**src/rtl/intr_dispatch_pkg.sv**
```systemverilog
`timescale 1ns/1ps
package intr_dispatch_pkg;
  localparam int REG_W   = 8;   // bus-visible register width
  localparam int STORE_W = 5;   // stored flag bits; the rest read as ones

  typedef struct packed {
    logic               take;     // a dispatch happens at this edge
    logic [STORE_W-1:0] clrMask;  // flag bit to clear for the serviced source
    logic               wake;     // some enabled source is pending
  } ctlStrobe_t;
endpackage

```
**src/rtl/intr_dispatch_dp.sv**
```systemverilog
`timescale 1ns/1ps
module intr_dispatch_dp
  import intr_dispatch_pkg::*;
#(
  parameter int                NUM_SRC   = 3,
  parameter int                ADDR_W    = 16,
  parameter logic [ADDR_W-1:0] FLAG_ADDR = 16'hFF0F,
  parameter logic [ADDR_W-1:0] ENAB_ADDR = 16'hFFFF
) (
  input  logic               clk,
  input  logic               rstN,
  input  logic [ADDR_W-1:0]  busAddr,
  input  logic               busWe,
  input  logic [REG_W-1:0]   busWdata,
  output logic [REG_W-1:0]   busRdata,
  input  logic [NUM_SRC-1:0] reqIn,
  input  logic               imeSet,
  input  logic               imeClr,
  input  logic               haltEnter,
  input  ctlStrobe_t         strobe,
  output logic [NUM_SRC-1:0] ieLo,
  output logic [NUM_SRC-1:0] ifLo,
  output logic               imeQ,
  output logic               haltQ
);
  localparam int ONES_W = REG_W - STORE_W;

  logic [REG_W-1:0]   ieReg;
  logic [STORE_W-1:0] ifReg;
  logic [STORE_W-1:0] ifNext;
  logic [STORE_W-1:0] reqExt;
  logic               flagHit;
  logic               enabHit;

  assign flagHit = (busAddr == FLAG_ADDR);
  assign enabHit = (busAddr == ENAB_ADDR);

  // widen request pulses to the stored flag width
  for (genvar g = 0; g < STORE_W; g++) begin : g_req
    if (g < NUM_SRC) begin : g_live
      assign reqExt[g] = reqIn[g];
    end else begin : g_dead
      assign reqExt[g] = 1'b0;
    end
  end

  // bus write first, then dispatch clear, then requests ORed in
  always_comb begin
    ifNext = (busWe && flagHit) ? busWdata[STORE_W-1:0] : ifReg;
    ifNext = (ifNext & ~strobe.clrMask) | reqExt;
  end

  always_ff @(posedge clk or negedge rstN) begin
    if (!rstN) begin
      ieReg <= '0;
      ifReg <= '0;
    end else begin
      ifReg <= ifNext;
      if (busWe && enabHit) ieReg <= busWdata;
    end
  end

  // master enable: dispatch clear, then explicit clear, then set
  always_ff @(posedge clk or negedge rstN) begin
    if (!rstN)            imeQ <= 1'b0;
    else if (strobe.take) imeQ <= 1'b0;
    else if (imeClr)      imeQ <= 1'b0;
    else if (imeSet)      imeQ <= 1'b1;
  end

  // halt: any enabled pending source releases it (a take implies wake)
  always_ff @(posedge clk or negedge rstN) begin
    if (!rstN)            haltQ <= 1'b0;
    else if (strobe.wake) haltQ <= 1'b0;
    else if (haltEnter)   haltQ <= 1'b1;
  end

  always_comb begin
    if (flagHit)      busRdata = {{ONES_W{1'b1}}, ifReg};
    else if (enabHit) busRdata = ieReg;
    else              busRdata = '0;
  end

  assign ieLo = ieReg[NUM_SRC-1:0];
  assign ifLo = ifReg[NUM_SRC-1:0];
endmodule

```
**src/rtl/intr_dispatch_ctl.sv**
```systemverilog
`timescale 1ns/1ps
module intr_dispatch_ctl
  import intr_dispatch_pkg::*;
#(
  parameter int                NUM_SRC  = 3,
  parameter int                ADDR_W   = 16,
  parameter logic [ADDR_W-1:0] VEC_BASE = 16'h0040,
  parameter int                VEC_STEP = 8
) (
  input  logic               clk,
  input  logic               rstN,
  input  logic [NUM_SRC-1:0] ieLo,
  input  logic [NUM_SRC-1:0] ifLo,
  input  logic               imeQ,
  input  logic               svcAck,
  output ctlStrobe_t         strobe,
  output logic               svcReq,
  output logic [ADDR_W-1:0]  svcVector
);
  localparam int IDX_W = (NUM_SRC > 1) ? $clog2(NUM_SRC) : 1;

  typedef enum logic {ST_IDLE, ST_WAIT} ctlState_t;

  ctlState_t          state;
  logic [NUM_SRC-1:0] pend;
  logic               hit;
  logic [IDX_W-1:0]   idx;
  logic               take;
  logic [ADDR_W-1:0]  vecNext;

  assign pend = ieLo & ifLo;

  // fixed priority: scan downward so the lowest pending bit is kept
  always_comb begin
    hit = 1'b0;
    idx = '0;
    for (int i = NUM_SRC - 1; i >= 0; i--) begin
      if (pend[i]) begin
        hit = 1'b1;
        idx = IDX_W'(i);
      end
    end
  end

  assign take    = hit && imeQ && (state == ST_IDLE);
  assign vecNext = VEC_BASE + (ADDR_W'(idx) * ADDR_W'(VEC_STEP));

  always_comb begin
    strobe         = '0;
    strobe.take    = take;
    strobe.wake    = hit;
    if (take) strobe.clrMask[idx] = 1'b1;
  end

  always_ff @(posedge clk or negedge rstN) begin
    if (!rstN) begin
      state     <= ST_IDLE;
      svcVector <= '0;
    end else begin
      case (state)
        ST_IDLE: if (take) begin
          state     <= ST_WAIT;
          svcVector <= vecNext;
        end
        ST_WAIT: if (svcAck) state <= ST_IDLE;
        default: state <= ST_IDLE;
      endcase
    end
  end

  assign svcReq = (state == ST_WAIT);
endmodule

```
**src/rtl/intr_dispatch.sv**
```systemverilog
`timescale 1ns/1ps
module intr_dispatch
  import intr_dispatch_pkg::*;
#(
  parameter int                NUM_SRC   = 3,
  parameter int                ADDR_W    = 16,
  parameter logic [ADDR_W-1:0] FLAG_ADDR = 16'hFF0F,
  parameter logic [ADDR_W-1:0] ENAB_ADDR = 16'hFFFF,
  parameter logic [ADDR_W-1:0] VEC_BASE  = 16'h0040,
  parameter int                VEC_STEP  = 8
) (
  input  logic               clk,
  input  logic               rstN,
  input  logic [ADDR_W-1:0]  busAddr,
  input  logic               busWe,
  input  logic [REG_W-1:0]   busWdata,
  output logic [REG_W-1:0]   busRdata,
  input  logic [NUM_SRC-1:0] reqIn,
  input  logic               imeSet,
  input  logic               imeClr,
  input  logic               haltEnter,
  input  logic               svcAck,
  output logic               svcReq,
  output logic [ADDR_W-1:0]  svcVector,
  output logic               imeOut,
  output logic               halted
);
  ctlStrobe_t         strobe;
  logic [NUM_SRC-1:0] ieLo;
  logic [NUM_SRC-1:0] ifLo;

  intr_dispatch_dp #(
    .NUM_SRC(NUM_SRC), .ADDR_W(ADDR_W),
    .FLAG_ADDR(FLAG_ADDR), .ENAB_ADDR(ENAB_ADDR)
  ) u_dp (
    .clk(clk), .rstN(rstN),
    .busAddr(busAddr), .busWe(busWe), .busWdata(busWdata), .busRdata(busRdata),
    .reqIn(reqIn), .imeSet(imeSet), .imeClr(imeClr), .haltEnter(haltEnter),
    .strobe(strobe), .ieLo(ieLo), .ifLo(ifLo), .imeQ(imeOut), .haltQ(halted)
  );

  intr_dispatch_ctl #(
    .NUM_SRC(NUM_SRC), .ADDR_W(ADDR_W),
    .VEC_BASE(VEC_BASE), .VEC_STEP(VEC_STEP)
  ) u_ctl (
    .clk(clk), .rstN(rstN),
    .ieLo(ieLo), .ifLo(ifLo), .imeQ(imeOut), .svcAck(svcAck),
    .strobe(strobe), .svcReq(svcReq), .svcVector(svcVector)
  );
endmodule

```
**config.mk**
```make
export PLATFORM = sky130hd
export DESIGN_NAME = intr_dispatch
export DESIGN_NICKNAME = d
export VERILOG_FILES = /design/src/rtl/intr_dispatch_pkg.sv /design/src/rtl/intr_dispatch_dp.sv /design/src/rtl/intr_dispatch_ctl.sv /design/src/rtl/intr_dispatch.sv
export SDC_FILE = /design/constraint.sdc
export NUM_CORES = 1
export LEC_CHECK = 0
export BUFFER_PORTS_ARGS = -buffer_cell sky130_fd_sc_hd__buf_4
export CAP_MARGIN = 10
export CELL_PAD_IN_SITES_DETAIL_PLACEMENT = 1
export CELL_PAD_IN_SITES_GLOBAL_PLACEMENT = 1
export CORE_UTILIZATION = 33
export DETAILED_ROUTE_END_ITERATION = 8
export GPL_ROUTABILITY_DRIVEN = 0
export PLACE_DENSITY = 0.91
export SYNTH_ARGS = -nofsm -noshare
export SYNTH_HDL_FRONTEND = slang
export SYNTH_HIERARCHICAL = 1
export SYNTH_SLANG_ARGS = --single-unit
export TNS_END_PERCENT = 50
```
**constraint.sdc**
```tcl
create_clock -name clk -period 2 [get_ports clk]
set_input_delay 0.2 -clock clk [delete_from_list [all_inputs] [get_ports clk]]
set_output_delay 0.2 -clock clk [all_outputs]
set_load 0.03 [all_outputs]
```
After elaboration in Yosys (flattened, before gate mapping). Index checks and enable logic that the tools add are counted.

Register bits after elaboration: 32. Input port bits: 34. Output and inout port bits: 27. Logic and storage cells: 44.

Add/subtract/negate cells: 1. Order comparisons: 2. Equal/unequal tests: 2. Mux-type cells: 20. Bitwise gates (word level): 5. Reduce and logical (&&, ||, !) cells: 8.

Operators with widths (count): 16-bit == test (second input constant) (2); 8-bit 2-to-1 mux (2); 1-bit 2-to-1 mux (11); 7-bit by 5-bit adder with 8-bit output (first input constant) (1); 2-bit 2-to-1 mux (3); 5-bit AND (1); 1-bit logical AND (5); 5-bit 2-to-1 mux (1); 5-bit NOT (1); 5-bit by 3-bit OR with 5-bit output (1); 2-bit by 4-bit less-than comparator with 1-bit output (second input constant) (1); 4-bit 2-to-1 mux (1); 3-bit AND (1); 3-bit nonzero test (1); 1-bit demux with 2-bit select (1); 2-bit by 1-bit >= comparator with 1-bit output (second input constant) (1); 1-bit one-hot mux with 2 select lines (1); 2-bit AND reduction (1); 2-bit nonzero test (1); 1-bit NOT (1).

Logic depth before layout (Yosys ltp). Gate-level depths: netlist of the first run.

Word-level depth: 12. Mapped depth: 7. Depth with buffers taken out: 6.

Modules after synthesis. Netlist of the first run, hierarchy kept.

By module, submodules not included: intr_dispatch_dp (times used 1, cells an instance 77, area each 858.3 um^2, sequential area each 375.4 um^2); intr_dispatch_ctl (times used 1, cells an instance 40, area each 339.1 um^2, sequential area each 100.1 um^2).

Worst setup path after synthesis of the first run. Ideal clock, no wire load.

Path kind: input to output. Start: input busAddr[4]. End: output busRdata[0]. Arrival: 1.355 ns. Data required time: 1.800 ns. Path slack: 0.445 ns. Stages: 4. Buffers on the path: 0. Cell sequence: nor4_1 nand2b_1 nor3_2 a22o_1.

Word-level cells in the longest chain between the ends: 3. Elaborated cells on any way between the ends: 4. Classes of those cells: eq/ne (2); mux (2).

Ends and longest elaborated chain: start: declaration (line intr_dispatch.sv:14) `input logic [ADDR_W-1:0] busAddr,`; 16-bit == test (line intr_dispatch_dp.sv:36) `assign enabHit = (busAddr == ENAB_ADDR);`; 8-bit 2-to-1 mux (line intr_dispatch_dp.sv:80) `else if (enabHit) busRdata = ieReg;`; 8-bit 2-to-1 mux (*) (line intr_dispatch_dp.sv:79) `if (flagHit) busRdata = {{ONES_W{1'b1}}, ifReg};`; end: declaration (line intr_dispatch.sv:17) `output logic [REG_W-1:0] busRdata,`.

Every way passes the cells marked *; elsewhere a longest branch is shown, timed or not.

Final worst setup path of the first run.
Start: input busAddr[4]. End: output busRdata[3].

The elaborated chain is that of the path after synthesis.

==> results of run 1 <==
==> per-stage QoR <==
step                      worst slack, ns  total power, mW  hold WS [ns]  cell area (um^2)
after CTS                           0.136            0.709        0.0446              1540
after detailed placement            0.171            0.509        0.0956              1500
after global routing              0.00123            0.729        0.0456              1540
after global placement              0.239            0.505        0.0821              1500
after floorplan                     0.445            0.463       -0.0956              1250
final                               0.109            0.700        0.0512              1540
==> worst reg2reg max path, stage by stage, from the launching register on <==
cell	delay, ns
dfrtp_1	0.41
nand2b_4	0.16
nor3b_1	0.35
nor2b_1	0.14
a21oi_1	0.17
nand3_1	0.09
==> synthesized netlist by cell type, types with 2 or more instances <==
master / count
buf_4: 23
a21oi_1: 5
nor2_1: 5
nor2b_1: 4
o21ai_0: 3
nand2b_1: 2
nand2_1: 6
mux2_4: 8
a22o_1: 5
and2_1: 2
inv_1: 3
nand3_1: 5
a21o_1: 4
nand4b_1: 3
and4_1: 2
dfrtp_1: 19
nand4_1: 4
==> flip-flops by register name, indices dropped and copies added, names as in the netlist <==
register and count:
u_ctl/svcReq 1, u_ctl/svcVector 3, u_dp/haltQ 1, u_dp/ieReg 8, u_dp/ifReg 5, u_dp/imeQ 1
==> cells by family (layout without fill, tap and decap cells) <==
group	count (synthesis)	count (layout)	share of synthesized area
buf+inv	27	58	0.163
mux	8	8	0.100
other cells	1	15	0.00313
simple gates	43	43	0.226
compound gates	19	19	0.111
flops	19	19	0.397
==> power groups by stage <==
stage	clock network [mW]	registers, mW	logic [mW]
floorplan	0	0.399	0.0639
global placement	0	0.395	0.110
detailed placement	0	0.395	0.114
CTS	0.205	0.388	0.115
global route	0.218	0.388	0.123
finish	0.198	0.388	0.115
==> layer usage <==
layer,routed length (um),vias to the layer above
li1,-,471
met1,1210,504
met2,1780,50
met3,177,6
met4,42,0
met5,0,-
==> worst paths after layout <==
check / from / endpoint / slack [ns] / depth (start not counted)
max in group asynchronous: rstN / u_dp/ifReg[1] / 1.46 / 2
worst max-delay path: busAddr[4] / busRdata[3] / 0.11 / 7
worst min-delay path: imeClr / u_dp/imeQ / 0.05 / 2
min in group asynchronous: rstN / u_dp/ieReg[4] / 0.33 / 2
worst max register to register: u_ctl/svcReq / u_dp/ifReg[1] / 0.57 / 5
worst min register to register: u_ctl/svcVector[6] / u_ctl/svcVector[6] / 0.49 / 1
==> timing repair <==
item	in CTS	in global routing
endpoints found under the hold margin	19	0
buffers inserted	0	0
hold buffers	1	0
==> cell type report <==
| type | count | share of cell area |
|---|---|---|
| repair buffers | 51 | 0.251 |
| clock buffers | 4 | 0.0171 |
| multi-input cells | 85 | 0.377 |
| inverters | 3 | 0.00733 |
| flip-flops and latches | 19 | 0.310 |
| well taps | 46 | 0.0375 |
==> impl_metrics.env, run 1 <==
export IMPL_multi_input_comb_area_um2=579
export IMPL_cts_sinks=19
export IMPL_grt_util_all_layers=0.174
export IMPL_cellLeakagePower_nw=0.807
export IMPL_max_freq_mhz=529
export IMPL_core_rowCount=21
export IMPL_synthFlopType="dfrtp_1"
export IMPL_crit_family="simple AND/OR/NAND/NOR gates"
export IMPL_fin_nets=197
export IMPL_overflow=0
export IMPL_syn_area_per_cell_um2=10.2
export IMPL_synth_edff_count=0
export IMPL_grt_first_pass_wirelength_um=5250
export IMPL_min_path_type="primary input to register"
export IMPL_power_internal_mw=0.512
export IMPL_core_area_um2=3420
export IMPL_dieArea_um2=3870
export IMPL_cts_root_buf="clkbuf_4"
export IMPL_cap_viol_max_count=0
export IMPL_post_cts_resize_count=0
export IMPL_yosys_warnings=6
export IMPL_crit_buf_inv=3
export IMPL_tritoncts="built"
export IMPL_die_y_um=62.2
export IMPL_yosys_register_bits=19
export IMPL_drc=0
export IMPL_crit_top_cell="buf_4"
export IMPL_port_buffers=47
export IMPL_htreeDepth=1
export IMPL_path_class="primary input to primary output"
export IMPL_p_comb_frac=0.164
export IMPL_slowest_delay_ns=0.35
export IMPL_fin_util=0.449
export IMPL_grtUsageMet3=0.0294
export IMPL_syn_instance_count=117
export IMPL_p_clk_frac=0.282
export IMPL_diodes=0
export IMPL_vdd_drop_max_uv=157
export IMPL_regArea_um2=475
export IMPL_final_cell_count_no_fill=208
export IMPL_finalWirelength_um=3210
export IMPL_clk_path_buf_depth=2
export IMPL_grt_util_met1=0.202
export IMPL_fill_cells=397
export IMPL_die_x_um=62.2
export IMPL_clkLatencyLatePin_ns=0.29
export IMPL_slew_viol_final=0
export IMPL_finalClockSkew_ns=0.00524
export IMPL_drtIter0Drc=46
export IMPL_synth_cell_type_count=31
export IMPL_synth_top_area_frac=0.397
export IMPL_tns_ns=0
export IMPL_crit_path_cell_trace="buf_4 -> nor4_1 -> nand2b_1 -> nor3_2 -> buf_4 -> a22o_1 -> buf_4"
export IMPL_use_met2=0.324
export IMPL_outcome="completed"
export IMPL_area_growth_pct=28.2
export IMPL_initial_utilization=0.351
export IMPL_critPathRequiredTime_ns=1.80
export IMPL_avgViaCountPerCell=4.96
export IMPL_async_flop_share=1.00
export IMPL_sw_frac_of_total=0.268
export IMPL_synthTopCellsByArea="dfrtp_1 (40%), buf_4 (14%), mux2_4 (10%)"
export IMPL_period_share=0.946
export IMPL_drive_gt1_frac=0.414
export IMPL_yosysTopAreaCell="dfrtp_1"
export IMPL_wire_per_inst_um=15.4
export IMPL_rsz0062_at_grt="false"
export IMPL_end_kind="primary output"
export IMPL_setup_viol=0
export IMPL_final_common_cell="buf_4"
export IMPL_first_pass_iters=4
export IMPL_path_clk_slew_ns=0.11
export IMPL_dpl_hpwl_um=2580
export IMPL_dp_cells=203
export IMPL_top_usage_layer="met2"
export IMPL_period_needed_ns=1.89
export IMPL_ant_nets=0
export IMPL_vias=1031
export IMPL_p_per_area_nw_per_um2=456
export IMPL_netSwitchingPower_mw=0.188
export IMPL_seq_power_share=0.554
export IMPL_yosysSeqAreaShare=0.397
export IMPL_cp_start_kind="primary input"
export IMPL_first_global_vias=1116
export IMPL_worstPathMaxFanout=6
export IMPL_crit_arrival_ns=1.69
export IMPL_grt_max_degree=20
export IMPL_cpMaxStageDelayCell="nor4_1"
export IMPL_netlist_area_um2=1200
export IMPL_cts_buffers=3
export IMPL_hold_viol_final=0
export IMPL_mostFrequentLayoutCells="buf_4 (50), dfrtp_1 (19), conb_1 (15)"
export IMPL_io_pins=61
export IMPL_antenna_found_initial=0
Power figures use the tool's default switching activity.
==> run 2, diff against run 1 <==
CORE_UTILIZATION = 31   (was 33)
PLACE_DENSITY = 0.9   (was 0.91)
SYNTH_HIERARCHICAL = default   (was 1)
==> run 2 against run 1 <==
- worst setup slack better by 0.15 ns
- clock power hardly changed
- register-to-register slack worse by 0.04 ns
- total power is 0.15% higher
- maximum frequency is 8.4% higher
- sequential share of layout area is 2.1 points higher
- via count is 12% lower
- global-route usage is 0.87 points lower
- cell count is 8.7% lower
- routed wire length is 13% lower
- synthesized cell count is 21% lower
- critical path type unchanged
- critical endpoint is now busRdata[2]
- largest power group unchanged
==> impl_metrics.env, run 2 <==
export IMPL_port_buffers=47
export IMPL_first_global_vias=947
export IMPL_largest_register_ffs=8
export IMPL_min_path_type="primary input to register"
export IMPL_grt_util_all_layers=0.166
export IMPL_crit_path_cell_trace="buf_4 -> or4_4 -> nor4_4 -> buf_4 -> a22o_2 -> buf_4"
export IMPL_outcome="completed"
export IMPL_fin_nets=181
export IMPL_drc=0
export IMPL_yosysTopAreaCell="dfrtp_1"
export IMPL_top_register="u_dp.ieReg"
export IMPL_cp_start_kind="primary input"
export IMPL_yosys_cell_count_top_type="dfrtp_1"
export IMPL_syn_instance_count=93
export IMPL_max_freq_mhz=573
export IMPL_path_class="primary input to primary output"
export IMPL_critPathRequiredTime_ns=1.80
export IMPL_period_needed_ns=1.74
export IMPL_overflow=0
export IMPL_htreeDepth=1
export IMPL_io_pins=61
export IMPL_drive_gt1_frac=0.486
export IMPL_die_x_um=59.7
export IMPL_cts_buffers=3
export IMPL_synth_common_cells="dfrtp_1 (19), buf_4 (13), mux2_2 (8), nand2_1 (8), nand4_1 (8)"
export IMPL_worstPathMaxFanout=12
export IMPL_grt_first_pass_wirelength_um=4310
export IMPL_min_path_cells=2
export IMPL_synth_cell_type_count=27
export IMPL_die_y_um=59.7
export IMPL_rr_worst_depth=4
export IMPL_synth_edff_count=0
export IMPL_postLayoutCellArea_um2=1440
export IMPL_yosys_warnings=0
export IMPL_crit_cells=6
export IMPL_mostFrequentLayoutCells="buf_4 (50), dfrtp_1 (19), conb_1 (13)"
export IMPL_yosys_register_bits=19
export IMPL_path_clk_slew_ns=0.10
export IMPL_first_pass_iters=4
export IMPL_finalWirelength_um=2790
export IMPL_synthTopCellsByArea="dfrtp_1 (46%), buf_4 (9.4%), mux2_2 (8.7%)"
export IMPL_p_per_area_nw_per_um2=488
export IMPL_hold_viol_final=0
export IMPL_finalClockSkew_ns=0.00870
export IMPL_cpMaxStageDelayCell="or4_4"
export IMPL_final_common_cell="buf_4"
export IMPL_end_kind="primary output"
export IMPL_cap_viol_max_count=0
export IMPL_crit_top_cell="buf_4"
export IMPL_grt_max_degree=20
export IMPL_cellLeakagePower_nw=0.763
export IMPL_period_share=0.872
export IMPL_tritoncts="built"
export IMPL_core_area_um2=3100
export IMPL_rsz0062_at_grt="false"
export IMPL_largestRegisters="u_dp.ieReg (8), u_dp.ifReg (5), u_ctl.svcVector (3)"
export IMPL_cts_sinks=19
export IMPL_yosysSeqAreaShare=0.460
export IMPL_crit_arrival_ns=1.54
export IMPL_syn_area_per_cell_um2=11.1
export IMPL_wire_per_inst_um=14.7
export IMPL_core_rowCount=20
export IMPL_placed_area_um2=1400
export IMPL_slowest_delay_ns=0.53
export IMPL_area_growth_pct=39.0
export IMPL_synth_top_area_frac=0.460
export IMPL_slew_viol_final=0
export IMPL_antenna_found_initial=0
export IMPL_netlist_area_um2=1030
export IMPL_vias=904
export IMPL_ant_nets=0
export IMPL_dpl_hpwl_um=2210
export IMPL_crit_family="simple AND/OR/NAND/NOR gates"
export IMPL_initial_utilization=0.333
export IMPL_setup_viol=0
export IMPL_tns_ns=0
export IMPL_vdd_drop_max_uv=221
export IMPL_clkLatencyLatePin_ns=0.31
export IMPL_clk_path_buf_depth=2
export IMPL_diodes=0
export IMPL_dieArea_um2=3570
export IMPL_drtIter0Drc=17
export IMPL_cts_root_buf="clkbuf_4"
export IMPL_synthFlopType="dfrtp_1"
export IMPL_avgViaCountPerCell=4.76
export IMPL_async_flop_share=1.00
export IMPL_crit_buf_inv=3
run 2: what timing repair did:
item | in CTS | in global routing
hold buffers | 1 | 0
endpoints found under the hold margin | 19 | 0
resized for setup | 0 | 0
setup buffers | 0 | 0
run 2: path summary, 6_finish.rpt:
check | from | slack (ns) | end
hold / removal | imeClr | 0.04 | u_dp.imeQ
hold reg to reg | u_ctl.svcVector[6] | 0.51 | u_ctl.svcVector[6]
setup / recovery | busAddr[4] | 0.26 | busRdata[2]
min in group asynchronous | rstN | 0.33 | u_dp.ieReg[2]
setup reg to reg | u_dp.imeQ | 0.53 | u_dp.ifReg[1]
max in group asynchronous | rstN | 1.47 | u_ctl.svcVector[6]
run 2: kinds of logic after synthesis:
kind of cell,share of synthesized area
and+or+nand+nor,0.174
DFF,0.460
AOI/OAI and AO/OA,0.140
buffers and inverters,0.113
muxes,0.109
other,0.00363
run 2: area by class of cell:
class / count / area, um^2
Inverter: 2 / 7.51
Fill cell: 382 / 1670
Tap cell: 44 / 55.1
Timing Repair Buffer: 51 / 385
Multi-Input combinational cell: 70 / 487
Clock buffer: 4 / 26.3
Sequential cell: 19 / 475
run 2: power breakdown:
group	leakage (nW)	internal, mW	total (mW)	switching [mW]
combinational	0.505	0.0490	0.115	0.0663
sequential	0.243	0.386	0.387	0.00145
clock	0.0150	0.0779	0.198	0.120
run 2: worst register-to-register path, stage by stage (launching register included):
cell	delay [ns]
dfrtp_1	0.39
nor2b_1	0.35
nand4_1	0.23
a31oi_1	0.24
o211ai_1	0.13
run 2: through the flow:
step	hold slack [ns]	cells	setup slack [ns]	power (mW)	util
global route	0.0321	190	0.216	0.728	0.463
detailed placement	0.0853	185	0.253	0.508	0.451
finish	0.0380	190	0.256	0.701	0.463
CTS	0.0269	190	0.247	0.708	0.463
global placement	0.0814	185	0.279	0.506	0.451
floorplan	-0.0956	105	0.303	0.460	-
run 2: per-layer routing:
metal / vias to the layer above / GRT usage / wire [um]
met4: 0 / 0.0797 / 57
met3: 5 / 0.0216 / 211
met1: 435 / 0.186 / 1030
met2: 37 / 0.305 / 1490
li1: 427 / - / -
met5: - / 0 / 0
==> run 3, diff against run 2 <==
PLACE_DENSITY = default   (was 0.9)
PLACE_DENSITY_LB_ADDON = 0.1   (was default)
RECOVER_POWER = 100   (was default)
==> run 3 against run 2 <==
- critical path depth unchanged
- via count grew 1.1%
- maximum frequency shrank 5.5%
- first-iteration DRC count decreased by 18%
- combinational power decreased by 3%
==> impl_metrics.env, run 3 (synthesis gave the netlist of run 2 again) <==
export IMPL_rsz0062_at_grt="false"
export IMPL_first_global_vias=862
export IMPL_cp_start_kind="primary input"
export IMPL_setup_ws_ns=0.155
export IMPL_worstPathMaxFanout=12
export IMPL_min_path_type="primary input to register"
export IMPL_cts_setup_buffers=0
export IMPL_period_needed_ns=1.84
export IMPL_crit_top_cell="buf_4"
export IMPL_cts_root_buf="clkbuf_4"
export IMPL_sw_frac_of_total=0.263
export IMPL_netSwitchingPower_mw=0.182
export IMPL_setup_viol=0
export IMPL_period_share=0.922
export IMPL_dp_cells=185
export IMPL_htreeDepth=1
export IMPL_placed_area_um2=1400
export IMPL_initial_utilization=0.333
export IMPL_core_area_um2=3100
export IMPL_tritoncts="built"
export IMPL_vias=914
export IMPL_postLayoutCellArea_um2=1380
export IMPL_crit_buf_inv=3
export IMPL_mostFrequentLayoutCells="buf_4 (38), dfrtp_1 (19), conb_1 (13)"
export IMPL_antenna_found_initial=0
export IMPL_cp_startpoint="busAddr[4]"
export IMPL_p_per_area_nw_per_um2=500
export IMPL_cap_viol_max_count=0
export IMPL_avgViaCountPerCell=4.81
export IMPL_r2r_start="u_ctl.svcReq"
export IMPL_slowest_delay_ns=0.51
export IMPL_post_cts_resize_count=0
export IMPL_p_clk_frac=0.281
export IMPL_fin_util=0.446
export IMPL_worst_pin_slew_ns=1.08
export IMPL_critPathRequiredTime_ns=1.80
export IMPL_max_freq_mhz=542
export IMPL_drtIter0Drc=14
export IMPL_overflow=0
export IMPL_grt_util_all_layers=0.163
export IMPL_wire_per_inst_um=14.1
export IMPL_largestRegisters="u_dp.ieReg (8), u_dp.ifReg (5), u_ctl.svcVector (3)"
export IMPL_dieArea_um2=3570
export IMPL_drive_gt1_frac=0.425
export IMPL_finalWirelength_um=2670
export IMPL_cpMaxStageDelayCell="or4_4"
export IMPL_seq_power_share=0.559
export IMPL_path_class="primary input to primary output"
export IMPL_cts_buffers=3
export IMPL_grt_first_pass_wirelength_um=4130
export IMPL_clk_path_buf_depth=2
export IMPL_grt_max_degree=20
export IMPL_top_register="u_dp.ieReg"
export IMPL_preCtsSetupSlack_ns=0.238
export IMPL_crit_path_cell_trace="buf_4 -> or4_4 -> nor4_1 -> buf_4 -> a22o_2 -> buf_4"
export IMPL_finalClockSkew_ns=0.00254
export IMPL_core_rowCount=20
export IMPL_tns_ns=0
export IMPL_die_y_um=59.7
export IMPL_fin_nets=181
export IMPL_worstHoldStart="imeClr"
export IMPL_io_pins=61
export IMPL_hold_viol_final=0
export IMPL_holdWs_ns=0.0393
export IMPL_final_common_cell="buf_4"
export IMPL_crit_arrival_ns=1.64
export IMPL_crit_family="simple AND/OR/NAND/NOR gates"
export IMPL_power_mw=0.692
export IMPL_p_comb_frac=0.160
export IMPL_power_internal_mw=0.510
export IMPL_largest_register_ffs=8
export IMPL_final_cell_count_no_fill=190
export IMPL_drc=0
export IMPL_ant_nets=0
export IMPL_vdd_drop_max_uv=298
export IMPL_die_x_um=59.7
export IMPL_slew_viol_final=0
export IMPL_outcome="completed"
export IMPL_first_pass_iters=4
export IMPL_end_kind="primary output"
export IMPL_path_clk_slew_ns=0.11
export IMPL_cts_sinks=19
export IMPL_diodes=0
export IMPL_area_growth_pct=33.9
export IMPL_port_buffers=47
export IMPL_dpl_hpwl_um=2120
export IMPL_cellLeakagePower_nw=0.715
export IMPL_clkLatencyLatePin_ns=0.29
export IMPL_slew_headroom=0.283
-- run 3: repair_timing --
action / CTS / global route
endpoints found under the hold margin: 19 / 0
endpoints found under the setup margin: 0 / 0
hold buffers: 1 / 0
-- run 3: path summary, 6_finish.rpt --
check	to	slack [ns]	cells after the start
max	busRdata[1]	0.16	6
min	u_dp.imeQ	0.04	2
max reg2reg	u_dp.ifReg[2]	0.57	4
min reg2reg	u_ctl.svcVector[6]	0.47	1
max in group asynchronous	u_dp.ieReg[7]	0.74	2
min in group asynchronous	u_dp.imeQ	0.62	2
-- run 3: layer usage --
| metal | wire length (um) | vias up | global-route usage |
|---|---|---|---|
| li1 | - | 427 | - |
| met1 | 1090 | 437 | 0.217 |
| met2 | 1310 | 46 | 0.248 |
| met3 | 226 | 4 | 0.0303 |
| met4 | 51 | 0 | 0.0897 |
| met5 | 0 | - | 0 |
-- run 3: power by group through the flow --
stage                     Sequential [mW]  Combinational (mW)  Clock [mW]
after floorplan                     0.398              0.0624           0
after global placement              0.394               0.112           0
after detailed placement            0.395               0.114           0
after CTS                           0.387               0.115       0.207
after global routing                0.387               0.120       0.228
final                               0.387               0.111       0.194
-- run 3: area by class of cell --
class / instances / area (um^2)
flip-flops and latches: 19 / 475
repair buffers: 51 / 348
clock buffers: 4 / 26.3
fillers: 392 / 1720
well taps: 44 / 55.1
multi-input cells: 70 / 472
inverters: 2 / 7.51
